`src/rtl/bcd_addsub_pkg.sv`:
```
// Package: shared digit type and digit-level helper functions for the
// packed-BCD adder-subtractor. Assumes 4-bit digits throughout.
package bcd_addsub_pkg;

    localparam int DIGIT_W = 4;

    typedef logic [DIGIT_W-1:0] bcd_digit_t;

    localparam bcd_digit_t DIGIT_MAX = 4'd9;
    localparam bcd_digit_t DIGIT_FIX = 4'd6;

    // Nines' complement of one digit; wraps for illegal digits (deterministic).
    function automatic bcd_digit_t nines_of(input bcd_digit_t d);
        return DIGIT_MAX - d;
    endfunction

    // True when a 4-bit field is not a legal decimal digit.
    function automatic logic digit_illegal(input bcd_digit_t d);
        return d > DIGIT_MAX;
    endfunction

endpackage

```
`src/rtl/bcd_digit_stage.sv`:
```
// Module: one decimal digit slice. A 4-bit binary adder sums two digits and
// a carry; a plus-six correction restores a legal digit and raises the
// decimal carry. Assumes legal input digits for a legal result; illegal
// inputs still give a fixed value.
module bcd_digit_stage
    import bcd_addsub_pkg::*;
(
    input  bcd_digit_t dig_a,
    input  bcd_digit_t dig_b,
    input  logic       car_in,
    output bcd_digit_t dig_sum,
    output logic       car_out
);

    logic [DIGIT_W:0] raw;
    bcd_digit_t       part;
    logic             bin_carry;
    logic             fix_needed;

    // Binary add of the two digits and the incoming decimal carry.
    always_comb begin
        raw       = {1'b0, dig_a} + {1'b0, dig_b} + {{DIGIT_W{1'b0}}, car_in};
        part      = raw[DIGIT_W-1:0];
        bin_carry = raw[DIGIT_W];
    end

    // Correction decision: binary carry, or bit 3 set with bit 2 or bit 1.
    always_comb begin
        fix_needed = bin_carry | (part[3] & part[2]) | (part[3] & part[1]);
    end

    // Apply the plus-six fix and pass the decimal carry upward.
    always_comb begin
        dig_sum = fix_needed ? part + DIGIT_FIX : part;
        car_out = fix_needed;
    end

endmodule

```
`src/rtl/bcd_ripple_chain.sv`:
```
// Module: DIGITS digit slices in a ripple chain, least significant digit
// first. Assumes packed operands with digit i at bits 4i+3..4i.
module bcd_ripple_chain
    import bcd_addsub_pkg::*;
#(
    parameter int DIGITS = 3
) (
    input  logic [DIGITS*DIGIT_W-1:0] add_a,
    input  logic [DIGITS*DIGIT_W-1:0] add_b,
    input  logic                      chain_cin,
    output logic [DIGITS*DIGIT_W-1:0] chain_sum,
    output logic                      chain_cout
);

    logic [DIGITS:0] link;

    // Feed the chain's carry input into the lowest slice.
    always_comb begin
        link[0] = chain_cin;
    end

    for (genvar gi = 0; gi < DIGITS; gi++) begin : g_slice
        bcd_digit_stage u_stage (
            .dig_a   (add_a[gi*DIGIT_W +: DIGIT_W]),
            .dig_b   (add_b[gi*DIGIT_W +: DIGIT_W]),
            .car_in  (link[gi]),
            .dig_sum (chain_sum[gi*DIGIT_W +: DIGIT_W]),
            .car_out (link[gi+1])
        );
    end

    // Report the decimal carry out of the top slice.
    always_comb begin
        chain_cout = link[DIGITS];
    end

endmodule

```
`src/rtl/bcd_nines_comp.sv`:
```
// Module: digit-wise nines' complement of a packed-BCD word. Assumes 4-bit
// digits; illegal digits wrap modulo 16.
module bcd_nines_comp
    import bcd_addsub_pkg::*;
#(
    parameter int DIGITS = 3
) (
    input  logic [DIGITS*DIGIT_W-1:0] word_in,
    output logic [DIGITS*DIGIT_W-1:0] word_out
);

    for (genvar gi = 0; gi < DIGITS; gi++) begin : g_digit
        // Replace this digit by nine minus itself.
        always_comb begin
            word_out[gi*DIGIT_W +: DIGIT_W] = nines_of(word_in[gi*DIGIT_W +: DIGIT_W]);
        end
    end

endmodule

```
`src/rtl/bcd_digit_check.sv`:
```
// Module: flags a packed word holding any 4-bit field above nine.
module bcd_digit_check
    import bcd_addsub_pkg::*;
#(
    parameter int DIGITS = 3
) (
    input  logic [DIGITS*DIGIT_W-1:0] word_in,
    output logic                      any_bad
);

    logic [DIGITS-1:0] per_digit;

    for (genvar gi = 0; gi < DIGITS; gi++) begin : g_digit
        // Mark this digit when it is not a legal decimal digit.
        always_comb begin
            per_digit[gi] = digit_illegal(word_in[gi*DIGIT_W +: DIGIT_W]);
        end
    end

    // Combine the per-digit marks.
    always_comb begin
        any_bad = |per_digit;
    end

endmodule

```
`src/rtl/bcd_addsub_unit.sv`:
```
// Module: top of the packed-BCD adder-subtractor. The subtrahend is
// nines'-complemented in subtract mode. Two ripple chains run with carry-in
// 0 and 1 so that the end-around carry resolves without a loop. Negative
// differences are recomplemented. Outputs are registered, with a
// synchronous active-low reset. Assumes unsigned operands.
module bcd_addsub_unit
    import bcd_addsub_pkg::*;
#(
    parameter int DIGITS = 3
) (
    input  logic                      clk,
    input  logic                      rst_n,
    input  logic [DIGITS*DIGIT_W-1:0] opnd_a,
    input  logic [DIGITS*DIGIT_W-1:0] opnd_b,
    input  logic                      sub_en,
    output logic [DIGITS*DIGIT_W-1:0] result_o,
    output logic                      neg_o,
    output logic                      carry_o,
    output logic                      bad_o
);

    localparam int WORD_W = DIGITS * DIGIT_W;

    logic [WORD_W-1:0] b_comp;
    logic [WORD_W-1:0] b_used;
    logic [WORD_W-1:0] sum_c0;
    logic [WORD_W-1:0] sum_c1;
    logic [WORD_W-1:0] sum_c0_comp;
    logic              cout_c0;
    logic              cout_c1;
    logic              bad_a;
    logic              bad_b;
    logic [WORD_W-1:0] nxt_result;
    logic              nxt_neg;
    logic              nxt_carry;

    bcd_nines_comp #(.DIGITS(DIGITS)) u_comp_b (
        .word_in  (opnd_b),
        .word_out (b_comp)
    );

    // Choose the subtrahend's complement or B itself.
    always_comb begin
        b_used = sub_en ? b_comp : opnd_b;
    end

    bcd_ripple_chain #(.DIGITS(DIGITS)) u_chain_c0 (
        .add_a      (opnd_a),
        .add_b      (b_used),
        .chain_cin  (1'b0),
        .chain_sum  (sum_c0),
        .chain_cout (cout_c0)
    );

    bcd_ripple_chain #(.DIGITS(DIGITS)) u_chain_c1 (
        .add_a      (opnd_a),
        .add_b      (b_used),
        .chain_cin  (1'b1),
        .chain_sum  (sum_c1),
        .chain_cout (cout_c1)
    );

    bcd_nines_comp #(.DIGITS(DIGITS)) u_recomp (
        .word_in  (sum_c0),
        .word_out (sum_c0_comp)
    );

    bcd_digit_check #(.DIGITS(DIGITS)) u_chk_a (
        .word_in (opnd_a),
        .any_bad (bad_a)
    );

    bcd_digit_check #(.DIGITS(DIGITS)) u_chk_b (
        .word_in (opnd_b),
        .any_bad (bad_b)
    );

    // Select the result: sum in add mode; in subtract mode, the carry-in-1
    // sum when the end-around carry appears, else the recomplemented sum.
    always_comb begin
        if (!sub_en) begin
            nxt_result = sum_c0;
            nxt_neg    = 1'b0;
            nxt_carry  = cout_c0;
        end else if (cout_c1) begin
            nxt_result = sum_c1;
            nxt_neg    = 1'b0;
            nxt_carry  = 1'b0;
        end else begin
            nxt_result = sum_c0_comp;
            nxt_neg    = 1'b1;
            nxt_carry  = 1'b0;
        end
    end

    // Register all outputs; the synchronous reset clears them.
    always_ff @(posedge clk) begin
        if (!rst_n) begin
            result_o <= '0;
            neg_o    <= 1'b0;
            carry_o  <= 1'b0;
            bad_o    <= 1'b0;
        end else begin
            result_o <= nxt_result;
            neg_o    <= nxt_neg;
            carry_o  <= nxt_carry;
            bad_o    <= bad_a | bad_b;
        end
    end

    AST_NEG_ONLY_SUB: assert property (@(posedge clk) disable iff (!rst_n)
        neg_o |-> $past(sub_en));

    AST_CARRY_ONLY_ADD: assert property (@(posedge clk) disable iff (!rst_n)
        carry_o |-> !$past(sub_en));

    AST_NO_NEG_ZERO: assert property (@(posedge clk) disable iff (!rst_n)
        neg_o |-> (result_o != '0));

    AST_EQUAL_GIVES_ZERO: assert property (@(posedge clk) disable iff (!rst_n)
        (sub_en && (opnd_a == opnd_b) && !bad_a) |=> (result_o == '0 && !neg_o));

    for (genvar gi = 0; gi < DIGITS; gi++) begin : g_rng
        AST_DIGIT_RANGE: assert property (@(posedge clk) disable iff (!rst_n)
            !bad_o |-> (result_o[gi*DIGIT_W +: DIGIT_W] <= DIGIT_MAX));
    end

endmodule

```
`config.mk`:
```
export PLATFORM = sky130hd
export DESIGN_NAME = bcd_addsub_unit
export DESIGN_NICKNAME = d
export VERILOG_FILES = /design/src/rtl/bcd_addsub_pkg.sv /design/src/rtl/bcd_digit_stage.sv /design/src/rtl/bcd_ripple_chain.sv /design/src/rtl/bcd_nines_comp.sv /design/src/rtl/bcd_digit_check.sv /design/src/rtl/bcd_addsub_unit.sv
export SDC_FILE = /design/constraint.sdc
export NUM_CORES = 1
export LEC_CHECK = 0
export CAP_MARGIN = 40
export CORE_ASPECT_RATIO = 1.1
export CORE_MARGIN = 1.5
export CORE_UTILIZATION = 57
export CTS_CLUSTER_SIZE = 25
export DETAILED_ROUTE_END_ITERATION = 7
export GPL_TIMING_DRIVEN = 0
export HOLD_SLACK_MARGIN = 0.05
export PLACE_DENSITY_LB_ADDON = 0.12
export SLEW_MARGIN = 10
export SYNTH_ARGS = -nofsm -noshare
export SYNTH_HDL_FRONTEND = slang
export SYNTH_HIERARCHICAL = 1
export SYNTH_SLANG_ARGS = --single-unit
```
`constraint.sdc`:
```
create_clock -name clk -period 9.1 [get_ports clk]
set_input_delay 1.365 -clock clk [delete_from_list [all_inputs] [get_ports clk]]
set_output_delay 1.365 -clock clk [all_outputs]
set_load 0.02 [all_outputs]
```
==> results of run 1 <==
[layer usage]
metal  vias up  share of wire  global-route usage
met3        12          0.040             0.02760
met1      1314           0.45              0.3303
met4         0          0.017              0.1019
met5         -              0                   0
met2        75           0.49              0.4482
li1       1443              -                   -
[through the flow]
| stage | cell area (sq um) | setup WS (ns) | hold WS [ns] | util |
|---|---|---|---|---|
| after floorplan | 3084 | 2.216 | 1.503 | - |
| after global placement | 3575 | 1.360 | 1.780 | 0.7008 |
| final | 3620 | 1.518 | 1.532 | 0.7096 |
| after CTS | 3620 | 1.536 | 1.529 | 0.7096 |
| after global routing | 3620 | 1.086 | 1.571 | 0.7096 |
| after detailed placement | 3575 | 1.274 | 1.796 | 0.7008 |
[critical path: cells and delay by family]
kind	cells	cell delay, ns
fa+ha+maj	8	2.94
simple gates	2	0.37
xor+xnor	2	0.41
mux	2	0.40
compound gates	8	1.41
buf+inv	6	0.82
[cell usage after synthesis (6+ instances only)]
| library cell | instances |
|---|---|
| nand3b_1 | 6 |
| ha_1 | 30 |
| nor2_1 | 25 |
| fa_1 | 12 |
| mux2_2 | 22 |
| a21oi_1 | 20 |
| xor2_1 | 12 |
| inv_1 | 66 |
| nand2_1 | 9 |
| nand2b_1 | 7 |
| mux2i_1 | 19 |
| nor2b_1 | 16 |
| dfxtp_1 | 15 |
| o21ai_1 | 7 |
| o21ai_0 | 12 |
| o21a_1 | 6 |
| nor3_1 | 6 |
| a21o_1 | 6 |
| buf_4 | 7 |
[cells by family (layout without fill, tap and decap cells)]
group,Yosys count,after routing
multiplexers,41,41
buffers and inverters,84,128
adder cells (fa/ha/maj),42,42
AO/OA/AOI/OAI,98,98
other,2,2
XOR/XNOR,17,17
AND/OR/NAND/NOR,92,92
flip-flops,15,15
[layout make-up]
type / instances / area, sq um
multi-input cells: 292 / 2401
fillers: 454 / 1481
well taps: 72 / 90.09
repair buffers: 40 / 400.4
clock buffers: 4 / 45.04
plain buffers: 18 / 135.1
flip-flops and latches: 15 / 300.3
inverters: 66 / 247.7
[power by group through the flow]
stage	sequential [W]	clock (W)	combinational [W]
after global placement	0.0000891	0	0.000503
after global routing	0.0000882	0.0000595	0.000591
after floorplan	0.000109	0	0.000377
final	0.0000872	0.0000547	0.000523
after detailed placement	0.0000890	0	0.000518
after CTS	0.0000876	0.0000564	0.000521
[flip-flops by register name (all words and copies together) (netlist names)]
register  count
carry_o       1
bad_o         1
result_o     12
neg_o         1
[worst max-delay path by stage]
stage | from | to | slack [ns] | depth (start not counted)
6_report | opnd_b[1] | result_o[11] | 1.52 | 28
3_3_place_gp | opnd_b[1] | result_o[11] | 1.36 | 29
4_1_cts | opnd_b[1] | result_o[11] | 1.54 | 28
5_1_grt | opnd_b[1] | result_o[11] | 1.09 | 28
3_5_place_dp | opnd_b[1] | result_o[11] | 1.27 | 28
2_1_floorplan | sub_en | result_o[11] | 2.22 | 27
==> flow_summary.rst, run 1 <==
.. list-table::
   :header-rows: 1

   * - Metric
     - Value
   * - Outcome
     - complete, no violations
   * - Element type at the critical path end
     - flip-flop
   * - Cells on Worst Hold Path
     - 3
   * - Post_cts resized
     - 0
   * - Weighted congestion reported at the end of routability-driven placement
     - 0.9210
   * - Maximum level of the CTS H-tree
     - 1
   * - Remaining antenna violation count after routing
     - 0
   * - Overall track demand over capacity in global routing
     - 0.2611
   * - Main combinational cell family by area after synthesis
     - compound AO/OA/AOI/OAI gates
   * - Adder-cell share of the synthesized area
     - 0.1996
   * - Post-DR vias/cell
     - 5.609
   * - Synthesized-area fraction occupied by ao, oa, aoi and oai cells
     - 0.2223
   * - Row Count
     - 27
   * - Final net count
     - about 510
   * - Worst Min Path Start
     - sub_en
   * - Overall power consumption
     - 0.0006653 W
   * - Asr flop ratio synth
     - 0
   * - Growth of design area from synthesis to finish
     - 17.36%
   * - Number of antenna cells inserted
     - 0
   * - Synthesized area divided by synthesized cell count
     - a little under 8 sq um
   * - Netlist area before placement
     - 3084 sq um
   * - Total gr overflow
     - 0
   * - Placeable Area
     - ~5000 sq um
   * - Clock period minus final worst setup slack
     - approximately 7.6 ns
   * - # clock sinks
     - 15
   * - First-pass DRT Iterations
     - 4
   * - Via count of the first global-routing pass
     - between 2000 and 3000
   * - First-iteration detailed-routing DRC count
     - 114
   * - Highest achievable clock rate
     - between 0.1 and 0.15 GHz
   * - Count of flip-flops with a built-in enable after synthesis
     - 0
   * - Max-slew violation count
     - 0
   * - Setup Viol. Count Final
     - 0
   * - Proportion of layout cells with a drive suffix above 1
     - 0.1379
   * - Post-Synth XOR/XNOR Area
     - 0.04828
   * - Largest net degree at the start of global routing
     - 11
   * - Post-synth cell types
     - 48
   * - Sequential fraction of the synthesis area
     - 0.09736
   * - Number of synthesized register bits
     - 15
   * - Setup repair after global routing missed its margin
     - no
   * - Cell types with the largest area share after synthesis
     - ha_1 12%, dfxtp_1 9.7%, inv_1 8.0%
   * - # DRC
     - 0
   * - Net count after synthesis
     - between 400 and 500
   * - Die boundary height
     - 80.15 microns
   * - Leading cell type in the layout, fill and taps excluded
     - inv_1
   * - Hold-fix buffers at CTS
     - 0
   * - Areal power density over the cells
     - roughly 180 nW/um^2
   * - Peak fanout along the critical path
     - 6
   * - Post-CTS setup buffer count
     - 0
   * - Cell type with the largest total area after synthesis
     - ha_1
   * - Placed Cells
     - 503
   * - Final Cycle Share
     - 0.8332
   * - Maximum count of clock buffers along a single path
     - 2
   * - Peak ir drop on the vdd network
     - between 90 and 100 uV
   * - Mux cell area share after synthesis
     - 0.1420
   * - Routed len/inst
     - between 10 and 15 microns
   * - Leading cell types in the layout, fill and taps excluded
     - 66 x inv_1, 40 x clkdlybuf4s50_1, 30 x ha_1, 25 x nor2_1, 22 x mux2_2
   * - Cell repeated most along the worst path
     - inv_1
   * - Buffer cell driving the clock tree root
     - clkbuf_8
   * - Fraction of power consumed by combinational cells
     - 0.787
   * - Effective utilization at floorplan
     - 0.6046
   * - First-pass GRT wire length
     - around 12000 microns
   * - Data arrival time at the worst-slack endpoint
     - 7.71 ns
   * - Max capacitance violation total
     - 0
   * - Sum Neg Setup Slack
     - 0 ns
   * - Portion of total power attributed to sequential cells
     - 0.131
   * - Clock tree from TritonCTS
     - done
   * - Number of antenna violations at the first check in global routing
     - 0
   * - Final wirelength
     - about 6900 microns
   * - Die area
     - a little under 6000 sq um
   * - Overall die width
     - ~73 microns
   * - Count of vias placed by the detailed router
     - about 2800
   * - Instance count of the mapped netlist
     - 391
   * - Worst-path cell with the longest stage delay
     - clkdlybuf4s50_1
   * - Port-buffer cells
     - 40
   * - Worst stage delay on the critical path
     - around 0.53 ns
   * - Total clock buffers created by CTS
     - 3
   * - Flip-flop cell with the highest count after synthesis
     - dfxtp_1
   * - Detailed Place HPWL
     - 5647 microns
   * - Worst hold path class
     - in -> reg
   * - Static leakage
     - ~1.7 nW
   * - Total I/O pin count
     - 42
   * - Total net switching power
     - about 0.00030 W
   * - Data required time of the worst path
     - slightly above 9 ns
   * - Final Hold Vio Count
     - 0
   * - Terminating pin of the worst hold path
     - result_o[8]
   * - Clock-pin slew on the worst setup and hold paths
     - around 0.06 ns
   * - Count of synthesis-stage warnings from yosys
     - 6
   * - Clock Power Share
     - 0.082
   * - Yosys top cell area share
     - 0.1217
   * - Cell internal power dissipation
     - around 0.00037 W
   * - Switching portion of total power
     - 0.4463
   * - Final instance count without filler cells
     - roughly 500
   * - Type of the setup path with the least slack
     - in -> reg
   * - Launching element type of the critical path
     - input pin
   * - Fraction of the mapped netlist area in simple logic gates
     - 0.1639
Note: power is estimated with default switching activity, not from simulation.
==> run 2: changes to the inputs <==
- clock period: 9.1 -> 7.5 ns (I/O delays scaled with it)
==> run 2 against run 1 <==
First-iteration DRC count fell by 18%. Via count stayed put. Critical path depth is the same. Highest routed layer unchanged. Sequential power grew 22%. Worst hold slack lost 0.24 ns. Combinational power increased by 22%. Non-clock buffer count did not move.
==> flow_summary.rst, run 2 (synthesis results as in run 1) <==
.. list-table::
   :header-rows: 1

   * - Metric
     - Value
   * - Overall die width
     - approximately 73 microns
   * - Final Cycle Share
     - 0.9406
   * - Portion of total power attributed to sequential cells
     - 0.130
   * - Worst hold path class
     - in -> reg
   * - Sum Neg Setup Slack
     - 0 ns
   * - Final instance count without filler cells
     - 507
   * - Data required time of the worst path
     - ~7.6 ns
   * - Worst-path cell with the longest stage delay
     - clkdlybuf4s50_1
   * - Total gr overflow
     - 0
   * - Buffer cell driving the clock tree root
     - clkbuf_8
   * - Detailed Place HPWL
     - roughly 5600 microns
   * - Element type at the critical path end
     - flip-flop
   * - Data arrival time at the worst-slack endpoint
     - 7.18 ns
   * - Growth of design area from synthesis to finish
     - 18.17%
   * - Post-DR vias/cell
     - approximately 5.6
   * - Worst Slack Setup Final
     - approximately 0.45 ns
   * - Leading cell types in the layout, fill and taps excluded
     - 66 x inv_1, 40 x clkdlybuf4s50_1, 30 x ha_1, 25 x nor2_1, 22 x mux2_2
   * - Number of fillers in the final layout
     - between 400 and 500
   * - Final Hold Vio Count
     - 0
   * - Total clock buffers created by CTS
     - 3
   * - Peak fanout along the critical path
     - 6
   * - Cell internal power dissipation
     - 0.0004505 W
   * - Post-CTS setup buffer count
     - 0
   * - Highest achievable clock rate
     - about 0.14 GHz
   * - Overall track demand over capacity in global routing
     - 0.2611
   * - Cell repeated most along the worst path
     - inv_1
   * - Effective utilization at floorplan
     - 0.6046
   * - # clock sinks
     - 15
   * - Clock period minus final worst setup slack
     - just over 7 ns
   * - Routed len/inst
     - 13.57 microns
   * - Maximum level of the CTS H-tree
     - 1
   * - Clock tree from TritonCTS
     - done
   * - Setup Viol. Count Final
     - 0
   * - Peak ir drop on the vdd network
     - between 100 and 150 uV
   * - Placed Cells
     - just over 500
   * - Maximum count of clock buffers along a single path
     - 2
   * - Type of the setup path with the least slack
     - in -> reg
   * - First-iteration detailed-routing DRC count
     - 94
   * - Row Count
     - 27
   * - Die boundary height
     - ~80 microns
   * - Number of flip-flops under the largest register name
     - 12
   * - Weighted congestion reported at the end of routability-driven placement
     - roughly 0.92
   * - Final net count
     - roughly 510
   * - # DRC
     - 0
   * - Total net switching power
     - between 0.0003 and 0.0004 W
   * - First-pass GRT wire length
     - roughly 12000 microns
   * - Fraction of power consumed by combinational cells
     - 0.788
   * - Largest net degree at the start of global routing
     - 11
   * - Clock-pin slew on the worst setup and hold paths
     - ~0.060 ns
   * - Hold-fix buffers at CTS
     - 0
   * - Proportion of layout cells with a drive suffix above 1
     - 0.1494
   * - Worst setup slack after placement
     - -0.08631 ns
   * - First-pass DRT Iterations
     - 4
   * - Total I/O pin count
     - 42
   * - Leading cell type in the layout, fill and taps excluded
     - inv_1
   * - Max-slew violation count
     - 0
   * - Remaining antenna violation count after routing
     - 0
   * - Worst stage delay on the critical path
     - around 0.53 ns
   * - Clock Power Share
     - 0.082
   * - Number of antenna violations at the first check in global routing
     - 0
   * - Count of vias placed by the detailed router
     - ~2800
   * - Placeable Area
     - just over 5000 sq um
   * - Final wirelength
     - 6882 microns
   * - Via count of the first global-routing pass
     - approximately 2900
   * - Outcome
     - complete, no violations
   * - Areal power density over the cells
     - approximately 220 nW/um^2
   * - Setup repair after global routing missed its margin
     - no
   * - Launching element type of the critical path
     - input pin
   * - Max capacitance violation total
     - 0
   * - Overall power consumption
     - between 0.0008 and 0.0009 W
   * - Switching portion of total power
     - 0.4456
   * - Most flop-heavy register
     - result_o
   * - Static leakage
     - between 1.5 and 2 nW
   * - Number of antenna cells inserted
     - 0
   * - Port-buffer cells
     - 40
   * - Die area
     - a little under 6000 sq um
## run 2: cell counts in the layout (fill, tap and decap cells not counted)
Identical to the previous run, type by type.
## run 2: path summary, 6_finish.rpt
| path | slack, ns | to | cells after the start | startpoint |
|---|---|---|---|---|
| setup / recovery | 0.45 | result_o[11] | 28 | opnd_b[1] |
| hold / removal | 1.29 | result_o[8] | 3 | sub_en |
## run 2: cell type report
cell class	instances	area [sq um]	area share
multi-input cells	292	2426	0.6656
repair buffers	40	400.4	0.1099
flip-flops and latches	15	300.3	0.08239
inverters	66	247.7	0.06797
plain buffers	18	135.1	0.03708
well taps	72	90.09	0.02472
clock buffers	4	45.04	0.01236
## run 2: critical path: cells and delay by family
family,cells,cell delay (ns)
adder cells (fa/ha/maj),8,2.92
AO/OA/AOI/OAI,6,0.87
buffers and inverters,6,0.81
AND/OR/NAND/NOR,4,0.72
multiplexers,2,0.40
XOR/XNOR,2,0.33
## run 2: power groups by stage
stage / Sequential (W) / Clock, W / Combinational, W
finish: 0.000106 / 0.0000665 / 0.000640
global route: 0.000107 / 0.0000722 / 0.000723
CTS: 0.000106 / 0.0000685 / 0.000633
detailed placement: 0.000108 / 0 / 0.000628
global placement: 0.000108 / 0 / 0.000610
floorplan: 0.000133 / 0 / 0.000458
## run 2: layer usage
metal / part of all wire / global-route usage / vias up
li1: - / - / 1440
met1: 0.46 / 0.3303 / 1320
met2: 0.49 / 0.4482 / 72
met3: 0.033 / 0.02760 / 12
met4: 0.017 / 0.1019 / 0
met5: 0 / 0 / -
## run 2: metrics by stage
step	hold WS [ns]	instance area (sq um)	util
3_5_place_dp	1.556	3575	0.7008
2_1_floorplan	1.263	3084	-
6_report	1.290	3645	0.7145
5_1_grt	1.331	3645	0.7145
4_1_cts	1.289	3620	0.7096
3_3_place_gp	1.540	3575	0.7008
## run 2: what timing repair did
| action | CTS | global route |
|---|---|---|
| endpoints found under the setup margin | 0 | 2 |
| resized for setup | 0 | 5 |
| endpoints found under the hold margin | 0 | 0 |
==> run 3: changes to the inputs <==
- CORE_UTILIZATION: 57 -> 50
==> run 3 against run 2 <==
Critical path depth unchanged. Non-clock buffer count did not move. Largest cell class unchanged. Final cell count is 0.99% higher. Die area grew 13%. Sequential power hardly changed. Power decreased by 0.11%. Flip-flop and latch count unchanged.
==> flow_summary.rst, run 3 (synthesis results as in run 1) <==
.. list-table::
   :header-rows: 1

   * - Metric
     - Value
   * - Outcome
     - complete, no violations
   * - Remaining antenna violation count after routing
     - 0
   * - Overall power consumption
     - about 0.00081 W
   * - Hold-fix buffers at CTS
     - 0
   * - Fraction of power consumed by combinational cells
     - 0.788
   * - Port-buffer cells
     - 40
   * - Row Count
     - 29
   * - Static leakage
     - between 1.5 and 2 nW
   * - Growth of design area from synthesis to finish
     - 18.38%
   * - Area taken by flip-flops and latches
     - about 300 sq um
   * - # clock sinks
     - 15
   * - Cells on Worst Hold Path
     - 3
   * - Number of fillers in the final layout
     - 552
   * - Total clock buffers created by CTS
     - 3
   * - First-pass GRT wire length
     - around 12000 microns
   * - Areal power density over the cells
     - between 200 and 250 nW/um^2
   * - Total gr overflow
     - 0
   * - Total I/O pin count
     - 42
   * - Cell internal power dissipation
     - roughly 0.00045 W
   * - Highest achievable clock rate
     - approximately 0.14 GHz
   * - Proportion of layout cells with a drive suffix above 1
     - 0.1494
   * - Clock period minus final worst setup slack
     - between 7 and 8 ns
   * - Worst Slack Setup Final
     - between 0.3 and 0.4 ns
   * - Final Hold Vio Count
     - 0
   * - Maximum count of clock buffers along a single path
     - 2
   * - Logic depth of the worst setup path including buffers
     - 28
   * - Clock Power Share
     - 0.082
   * - Most flop-heavy register
     - result_o
   * - Post-CTS setup buffer count
     - 0
   * - Final net count
     - approximately 500
   * - Worst-path cell with the longest stage delay
     - clkdlybuf4s50_1
   * - Setup Viol. Count Final
     - 0
   * - Type of the setup path with the least slack
     - in -> reg
   * - First-pass DRT Iterations
     - 5
   * - Max capacitance violation total
     - 0
   * - Die area
     - around 6600 sq um
   * - Final Core Density
     - 0.6211
   * - Via count of the first global-routing pass
     - ~2600
   * - Max-slew violation count
     - 0
   * - Number of flip-flops under the largest register name
     - 12
   * - First-iteration detailed-routing DRC count
     - ~80
   * - Overall die width
     - around 80 microns
   * - Die boundary height
     - around 85 microns
   * - Element type at the critical path end
     - flip-flop
   * - Switching portion of total power
     - 0.4444
   * - Leading cell types in the layout, fill and taps excluded
     - 66 x inv_1, 40 x clkdlybuf4s50_1, 30 x ha_1, 25 x nor2_1, 22 x mux2_2
   * - # DRC
     - 0
   * - Worst setup slack after placement
     - -0.09750 ns
   * - Post-detailed-placement cell area
     - 3581 sq um
   * - Clock-pin slew on the worst setup and hold paths
     - ~0.07 ns
   * - Final Cycle Share
     - 0.9539
   * - Top delay family on crit path
     - adder cells
   * - Final wirelength
     - ~7000 microns
   * - Leading cell type in the layout, fill and taps excluded
     - inv_1
   * - Worst stage delay on the critical path
     - 0.52 ns
   * - Placed Cells
     - 508
   * - Peak fanout along the critical path
     - 6
   * - Routed len/inst
     - around 14 microns
   * - Launching element type of the critical path
     - input pin
   * - Post-route standard cell area excluding fillers
     - between 3000 and 4000 sq um
   * - Clock tree from TritonCTS
     - done
   * - Total net switching power
     - 0.0003607 W
   * - Peak ir drop on the vdd network
     - ~100 uV
   * - Overall track demand over capacity in global routing
     - 0.2136
   * - Placeable Area
     - 5878 sq um
   * - Number of antenna cells inserted
     - 0
   * - Setup repair after global routing missed its margin
     - no
   * - Portion of total power attributed to sequential cells
     - 0.130
   * - Count of vias placed by the detailed router
     - 2764
   * - Buffer cell driving the clock tree root
     - clkbuf_8
   * - Number of antenna violations at the first check in global routing
     - 0
   * - Total buffers and inverters traversed by the critical path
     - 6
   * - Data arrival time at the worst-slack endpoint
     - between 7 and 8 ns
   * - Final instance count without filler cells
     - 512
   * - Weighted congestion reported at the end of routability-driven placement
     - between 0.8 and 0.9
   * - Maximum level of the CTS H-tree
     - 1
   * - Worst hold path class
     - in -> reg
   * - Detailed Place HPWL
     - ~5700 microns
   * - Largest net degree at the start of global routing
     - 11
   * - Post-DR vias/cell
     - ~5.4
   * - Cell repeated most along the worst path
     - inv_1
   * - Multi-input gate area in the final layout
     - around 2400 sq um
   * - Data required time of the worst path
     - 7.63 ns
   * - Effective utilization at floorplan
     - 0.5247
[run 3: repair_timing]
action	in CTS	in global routing
endpoints found under the setup margin	0	2
hold endpoints to repair	0	0
gates resized for setup	0	5
[run 3: through the flow]
stage	hold WS [ns]	TNS, ns
2_1_floorplan	1.263	0
3_3_place_gp	1.541	-0.04926
3_5_place_dp	1.537	-0.1191
4_1_cts	1.275	0
5_1_grt	1.315	0
6_report	1.274	0
[run 3: path summary, 6_finish.rpt]
path | start | to | slack, ns
hold / removal | sub_en | result_o[8] | 1.27
setup / recovery | opnd_b[1] | result_o[11] | 0.35
[run 3: area by class of cell]
type                       instances  area share
tap                               77     0.02639
sequential                        15     0.08225
buffer                            18     0.03701
multi-input combinational        292      0.6645
timing repair buffer              40      0.1097
clock buffer                       4     0.01234
inverter                          66     0.06785
[run 3: power groups by stage]
stage               registers (W)  clock network [W]  logic (W)
finish                   0.000106          0.0000667   0.000639
detailed placement       0.000108                  0   0.000630
global placement         0.000107                  0   0.000614
CTS                      0.000106          0.0000687   0.000634
global route             0.000108          0.0000726   0.000710
floorplan                0.000133                  0   0.000458
[run 3: per-layer routing]
metal / vias to the layer above / global-route usage / wire length, microns
met5: - / 0 / 0
met4: 0 / 0.04463 / 40
met3: 2 / 0.007527 / 228
met2: 57 / 0.3858 / 3456
met1: 1267 / 0.2815 / 3216
li1: 1438 / - / -
